==> config.mk <==
export PLATFORM = sky130hd
export DESIGN_NAME = loopback_ctrl
export DESIGN_NICKNAME = d
export VERILOG_FILES = /design/src/rtl/loopback_ctrl_pkg.sv /design/src/rtl/lbc_ctl_reg.sv /design/src/rtl/lbc_loop_seq.sv /design/src/rtl/lbc_wr_path.sv /design/src/rtl/lbc_port_drv.sv /design/src/rtl/loopback_ctrl.sv
export SDC_FILE = /design/constraint.sdc
export NUM_CORES = 1
export LEC_CHECK = 0
export ABC_CLOCK_PERIOD_IN_PS = 2600
export BUFFER_PORTS_ARGS = -buffer_cell sky130_fd_sc_hd__buf_4
export CAP_MARGIN = 40
export CORE_MARGIN = 8
export CORE_UTILIZATION = 42
export DETAILED_ROUTE_END_ITERATION = 8
export GPL_TIMING_DRIVEN = 0
export MAX_ROUTING_LAYER = met4
export PLACE_DENSITY = 0.88
export REMOVE_ABC_BUFFERS = 1
export SLEW_MARGIN = 30
export SYNTH_ARGS = -nofsm -noshare
export SYNTH_HDL_FRONTEND = slang
export SYNTH_SLANG_ARGS = --single-unit
==> constraint.sdc <==
create_clock -name clk -period 2.6 [get_ports clk]
set_input_delay 0.52 -clock clk [delete_from_list [all_inputs] [get_ports clk]]
set_output_delay 0.52 -clock clk [all_outputs]
set_load 0.02 [all_outputs]
==> src/rtl/loopback_ctrl_pkg.sv <==
package loopback_ctrl_pkg;

  // Registered port controls
  typedef struct packed {
    logic loop;
    logic rd;
    logic xfer;
  } lbc_ctl_t;

  localparam int unsigned LBC_CTL_W = $bits(lbc_ctl_t);

endpackage

==> src/rtl/lbc_ctl_reg.sv <==
module lbc_ctl_reg
  import loopback_ctrl_pkg::*;
#(
  parameter int unsigned W = 36
) (
  input  logic           clk,
  input  logic           rst_n,
  input  lbc_ctl_t       ctl_d,
  input  logic [W-1:0]   bus_d,
  output lbc_ctl_t       ctl_q,
  output logic [W-1:0]   bus_q
);

  lbc_ctl_t     ctl_nxt;
  logic [W-1:0] bus_nxt;
  logic         bus_ce;

  // bus word is only captured for a normal-mode write request
  always_comb begin
    ctl_nxt = ctl_d;
    bus_ce  = ctl_d.xfer & ~ctl_d.rd & ~ctl_d.loop;
    bus_nxt = bus_ce ? bus_d : bus_q;
  end

  always_ff @(posedge clk or negedge rst_n) begin
    if (!rst_n) begin
      ctl_q <= '0;
      bus_q <= '0;
    end else begin
      ctl_q <= ctl_nxt;
      bus_q <= bus_nxt;
    end
  end

endmodule

==> src/rtl/lbc_loop_seq.sv <==
module lbc_loop_seq (
  input  logic clk,
  input  logic rst_n,
  input  logic loop_q,
  input  logic rd_q,
  input  logic f1_full,
  input  logic f2_empty,
  output logic f2_ren,
  output logic have_word
);

  logic have_nxt;

  // drain F2 while a destination exists: F1 space, or a reading port
  always_comb begin
    f2_ren = loop_q & ~f2_empty & (~f1_full | rd_q);
  end

  always_comb begin
    if (!loop_q) begin
      have_nxt = 1'b0;
    end else if (f2_ren) begin
      have_nxt = 1'b1;
    end else begin
      have_nxt = have_word;
    end
  end

  always_ff @(posedge clk or negedge rst_n) begin
    if (!rst_n) begin
      have_word <= 1'b0;
    end else begin
      have_word <= have_nxt;
    end
  end

endmodule

==> src/rtl/lbc_wr_path.sv <==
module lbc_wr_path #(
  parameter int unsigned W = 36
) (
  input  logic         loop_q,
  input  logic         rd_q,
  input  logic         xfer_q,
  input  logic [W-1:0] bus_q,
  input  logic         have_word,
  input  logic         f1_full,
  input  logic         f1_empty,
  input  logic [W-1:0] f2_rdata,
  output logic         f1_wen,
  output logic         f1_ren,
  output logic [W-1:0] f1_wdata
);

  logic wen_raw;

  always_comb begin
    if (loop_q) begin
      wen_raw  = have_word;
      f1_wdata = f2_rdata;
      f1_ren   = 1'b0;
    end else begin
      wen_raw  = xfer_q & ~rd_q;
      f1_wdata = bus_q;
      f1_ren   = xfer_q & rd_q & ~f1_empty;
    end
    // same-cycle gating by the live full flag
    f1_wen = wen_raw & ~f1_full;
  end

endmodule

==> src/rtl/lbc_port_drv.sv <==
module lbc_port_drv #(
  parameter int unsigned W = 36
) (
  input  logic         loop_q,
  input  logic         rd_q,
  input  logic [W-1:0] f1_rdata,
  input  logic [W-1:0] f2_rdata,
  output logic [W-1:0] bus_out,
  output logic         bus_oe
);

  always_comb begin
    bus_oe = rd_q;
    if (!rd_q) begin
      bus_out = '0;
    end else if (loop_q) begin
      bus_out = f2_rdata;
    end else begin
      bus_out = f1_rdata;
    end
  end

endmodule

==> src/rtl/loopback_ctrl.sv <==
module loopback_ctrl
  import loopback_ctrl_pkg::*;
#(
  parameter int unsigned W = 36
) (
  input  logic         clk,
  input  logic         rst_n,
  input  logic         loop_sel,
  input  logic         dir_rd,
  input  logic         xfer,
  input  logic [W-1:0] bus_in,
  output logic [W-1:0] bus_out,
  output logic         bus_oe,
  input  logic         f1_full,
  input  logic         f1_empty,
  input  logic [W-1:0] f1_rdata,
  output logic         f1_wen,
  output logic         f1_ren,
  output logic [W-1:0] f1_wdata,
  input  logic         f2_empty,
  input  logic [W-1:0] f2_rdata,
  output logic         f2_ren
);

  lbc_ctl_t     ctl_d;
  lbc_ctl_t     ctl_q;
  logic [W-1:0] bus_q;
  logic         have_word;

  always_comb begin
    ctl_d.loop = loop_sel;
    ctl_d.rd   = dir_rd;
    ctl_d.xfer = xfer;
  end

  lbc_ctl_reg #(.W(W)) ctl_reg_i (
    .clk   (clk),
    .rst_n (rst_n),
    .ctl_d (ctl_d),
    .bus_d (bus_in),
    .ctl_q (ctl_q),
    .bus_q (bus_q)
  );

  lbc_loop_seq loop_seq_i (
    .clk       (clk),
    .rst_n     (rst_n),
    .loop_q    (ctl_q.loop),
    .rd_q      (ctl_q.rd),
    .f1_full   (f1_full),
    .f2_empty  (f2_empty),
    .f2_ren    (f2_ren),
    .have_word (have_word)
  );

  lbc_wr_path #(.W(W)) wr_path_i (
    .loop_q    (ctl_q.loop),
    .rd_q      (ctl_q.rd),
    .xfer_q    (ctl_q.xfer),
    .bus_q     (bus_q),
    .have_word (have_word),
    .f1_full   (f1_full),
    .f1_empty  (f1_empty),
    .f2_rdata  (f2_rdata),
    .f1_wen    (f1_wen),
    .f1_ren    (f1_ren),
    .f1_wdata  (f1_wdata)
  );

  lbc_port_drv #(.W(W)) port_drv_i (
    .loop_q   (ctl_q.loop),
    .rd_q     (ctl_q.rd),
    .f1_rdata (f1_rdata),
    .f2_rdata (f2_rdata),
    .bus_out  (bus_out),
    .bus_oe   (bus_oe)
  );

endmodule

# Word level (Yosys, flattened, before mapping)
# Index checks and enable logic that the tools add are counted.
# totals
ff_bits,40
input_bits,116
output_inout_bits,76
wordCells,28
# classes
eq_ne,1
muxes,7
bitwise,15
# op_table
cell,n
36-bit 2-to-1 mux,3
1-bit bitwise AND,8
1-bit NOT,6
1-bit 2-to-1 mux,4
"2-bit != test, second input constant",1
1-bit OR,1

# Longest topological paths before layout
# logic_depth
ltp_word,5
ltp_mapped,5
ltp_nobuf,3

# Cells and area by module
# Synthesis repeated with hierarchy kept, for this count alone.
# unflattened
cells_unflattened,210
hier_area_um2,2773.9
# by_module_without_submodules
module,n_inst,cells_each,area_each_um2,seq_area_each_um2
lbc_ctl_reg,1,80,1577.8,975.9
lbc_port_drv,1,80,675.6,0.0
lbc_wr_path,1,44,461.7,0.0
lbc_loop_seq,1,6,58.8,25.0

# Worst setup path before layout
# OpenSTA, ideal clock, no wires.
# synth_timing
kind,register to output
start,register ctl_reg_i.ctl_q[2] (netlist name)
end,output f1_ren
arrival_ns,1.491
slack_ns,0.589
path_stages_with_launch,4
n_path_buf,2
cell_sequence,dfrtp_1 > buf_2 > buf_2 > nor4b_1
# synth_via
elab_chain_cells,1
# synth_lines
item,line,source
1-bit 2-to-1 mux,lbc_wr_path.sv:20,if (loop_q) begin
"end, declared",loopback_ctrl.sv:18,"output logic f1_ren,"
# No other way between the ends.

# Worst setup path in the final report
# layout_timing
start,register ctl_reg_i.ctl_q[2] (netlist name)
end,output bus_out[20]
# layout_via
elab_chain_cells,2
# layout_lines
item,line,source
36-bit 2-to-1 mux,lbc_port_drv.sv:16,end else if (loop_q) begin
36-bit 2-to-1 mux,lbc_port_drv.sv:14,if (!rd_q) begin
"end, declared",loopback_ctrl.sv:12,"output logic [W-1:0] bus_out,"
# No other way between the ends.

==> metrics.md <==
| Metric | Value |
|---|---|
| Post-synthesis cell count | `324` |
| Row cnt | `27` |
| Routed Antenna Nets | `0` |
| Core area | `5473 sq um` |
| CP Launch Point | `ctl_reg_i.ctl_q[2]$_DFF_PN0_` |
| Fin Setup TNS | `0 ns` |
| Synth cell count leaders | `nand2_1 (72), o21ai_0 (70), dfrtp_1 (40), a21oi_1 (37), inv_1 (37)` |
| Area after DPL | `3822 sq um` |
| Yosys top cell by area | `dfrtp_1` |
| Status | `completed` |
| Largest net degree at the start of global routing | `67` |
| LEAKAGE | `2.023 nW` |
| Routed vias | `2743` |
| Fillcell total | `431` |
| Slew Viols, Final | `0` |
| Synth Area in Simple Gates | `22.83%` |
| Total track usage | `19.68%` |
| Area growth from synthesis to layout | `66.42%` |
| First-pass GRT wire length | `13.15 mm` |
| Synth Area in Adders | `0%` |
| Synth Area in Compound Gates | `23.84%` |
| Clock skew | `0.0005961 ns` |
| Final HPWL DP | `6.599 mm` |
| Critical path class | `reg -> out` |
| CTS tree | `built` |
| Worst path max stage delay | `0.65 ns` |
| Maximum clock rate | `445.0 MHz` |
| Worst-Margin Slew | `0.6627 ns` |
| Post-CTS setup buffer count | `0` |
| Port bufs | `191` |
| Largest family of logic cells by synthesized area | `compound AO/OA/AOI/OAI gates` |
| Worst Path Max Fanout | `66` |
| Top-count cell post-synth | `nand2_1` |
| Drt wl/cell | `14.14 um` |
| Cell variety after synth | `18` |
| Clock Root Buffer | `clkbuf_8` |
| Detailed-router iteration count before antenna repair | `4` |
| Post-synth EDFFs | `0` |
| Critical R2R Launch | `ctl_reg_i.ctl_q[1]$_DFF_PN0_` |
| Peak VDD IR | `346.0 uV` |
| Setup WS post-layout | `0.3528 ns` |
| Worst path cell trace | `buf_12, nand2b_1, a21oi_1, buf_4` |
| Fin crit share | `86.43%` |
| First-iteration detailed-routing DRC count | `79` |
| CP Data Required Time | `2.08 ns` |
| Seq/Total Area, Yosys | `42.58%` |
| Antenna diodes | `0` |
| Hold Path Class | `in -> async` |
| Top delay family on crit path | `flip-flops` |
| Power Dens Cells | `474.5 nW/um^2` |
| Fraction of layout cells with a size suffix above 1 | `40.48%` |
| Die extent in x | `90.82 um` |
| WP data arrival | `1.73 ns` |
| Util after Layout | `71.49%` |
| RSZ-0062 raised after global routing | `false` |
| Vias in the first global route | `2829` |
| Post-synthesis mux area share | `0%` |
| Initial antenna violation count | `0` |
| Pre-CTS setup slack | `0.6358 ns` |
| Final wirelength | `8.142 mm` |
| Post-synthesis xor/xnor area fraction | `0%` |
| Share of the synthesized area in the top cell type | `42.58%` |
| # DRC | `0` |
| #FFs+latches synth | `40` |
| Synth async-reset ratio | `100.0%` |
| Num ports | `192` |
| Syn_area_per_cell | `7.256 sq um` |
| Max_cap viols | `0` |
| Warning count from the yosys run | `0` |
| Final net count | `619` |
| Slew margin rel. | `55.76%` |
| Clock sink count | `40` |
| Clk_lat worst skew | `0.27 ns` |
| Die area | `8247 sq um` |
| Area contributors post-synth | `dfrtp_1 (43%), o21ai_0 (15%), nand2_1 (11%), nand2b_1 (9.6%), a21oi_1 (7.9%)` |
| Fin crit period | `2.247 ns` |
| GPL Wtd Cong | `0.8037` |
| Kind of end point of the critical path | `primary output` |
| Die Y | `90.82 um` |
| Clock tree buffer depth | `2` |
| Endpoints failing setup | `0` |
| Vias per cell | `4.762` |
| Max H-tree Level | `2` |
| Design area | `3913 sq um` |
| Overflow after GRT | `0` |
| Most used flip-flop cell after synthesis | `dfrtp_1` |
| Final hold violations | `0` |
| WP buf/inv | `2` |
| Worst-path clk slew | `0.07 ns` |
| Resize count post-CTS | `0` |
| Hold_buf cts | `0` |
| Synthesized cell area | `2351 sq um` |
| Initial Util | `42.96%` |
| CP Launch Type | `register` |
| Total Power | `1.856 mW` |
| CTS Buf Count | `5` |
| Critical-path top delay cell | `dfrtp_4` |
## cell usage in the layout, fill, tap and decap left out
cell type / n
clkbuf_8: 6
clkbuf_1: 2
dfrtp_4: 1
nor3b_4: 1
nor2_1: 2
a22oi_1: 1
buf_8: 1
inv_2: 1
o21a_1: 1
and2_1: 1
dfrtp_1: 39
o21ai_0: 70
o21ai_1: 2
buf_12: 1
nor4b_1: 1
nand2b_1: 36
nand2_1: 72
inv_1: 36
buf_4: 191
a21oi_1: 37
buf_6: 2
## registers in the layout, summed over array words and instances, names as in the netlist
signal / count
ctl_reg_i.ctl_q: 3
ctl_reg_i.bus_q: 36
loop_seq_i.have_word: 1
## through the flow
stage,instances,hold WS [ns]
after CTS,576,0.2214
final,576,0.2096
after detailed placement,568,0.4917
after global routing,576,0.2413
after floorplan,301,0.2244
after global placement,564,0.4830
## power by group
group | switching, mW | total, mW | internal [mW] | leakage, nW
Sequential | 0.0355 | 0.754 | 0.719 | 0.489
Combinational | 0.365 | 0.690 | 0.325 | 1.49
Clock | 0.195 | 0.412 | 0.216 | 0.0455
## worst paths after layout
check / end / slack (ns) / cells past startpoint
max: bus_out[20] / 0.35 / 4
min: ctl_reg_i.bus_q[24]$_DFFE_PN0P_ / 0.21 / 1
max reg2reg: loop_seq_i.have_word$_DFFE_PN0P_ / 1.21 / 3
min reg2reg: loop_seq_i.have_word$_DFFE_PN0P_ / 0.51 / 1
max in group asynchronous: ctl_reg_i.ctl_q[2]$_DFF_PN0_ / 2.01 / 1
min in group clk: ctl_reg_i.ctl_q[0]$_DFF_PN0_ / 0.36 / 1
## kinds of logic after synthesis
group	count (synthesis)
AO/OA/AOI/OAI	111
AND/OR/NAND/NOR	113
flip-flops	40
buffers and inverters	60
## routing by layer
metal	vias to the layer above	track usage, %	part of all wire [%]
met5	-	-	0
met4	0	4.229	1.5
met3	12	5.154	6.5
met2	127	34.90	51
met1	1212	21.58	41
li1	1392	-	-
## layout make-up
type | count | area [sq um] | area share (%)
tap | 72 | 90.09 | 2.303
sequential | 40 | 1005 | 25.68
multi-input combinational | 224 | 1097 | 28.05
inverter | 37 | 138.9 | 3.550
timing repair buffer | 195 | 1491 | 38.12
clock buffer | 8 | 90.09 | 2.303
No activity file was read; power rests on OpenSTA's default activity.
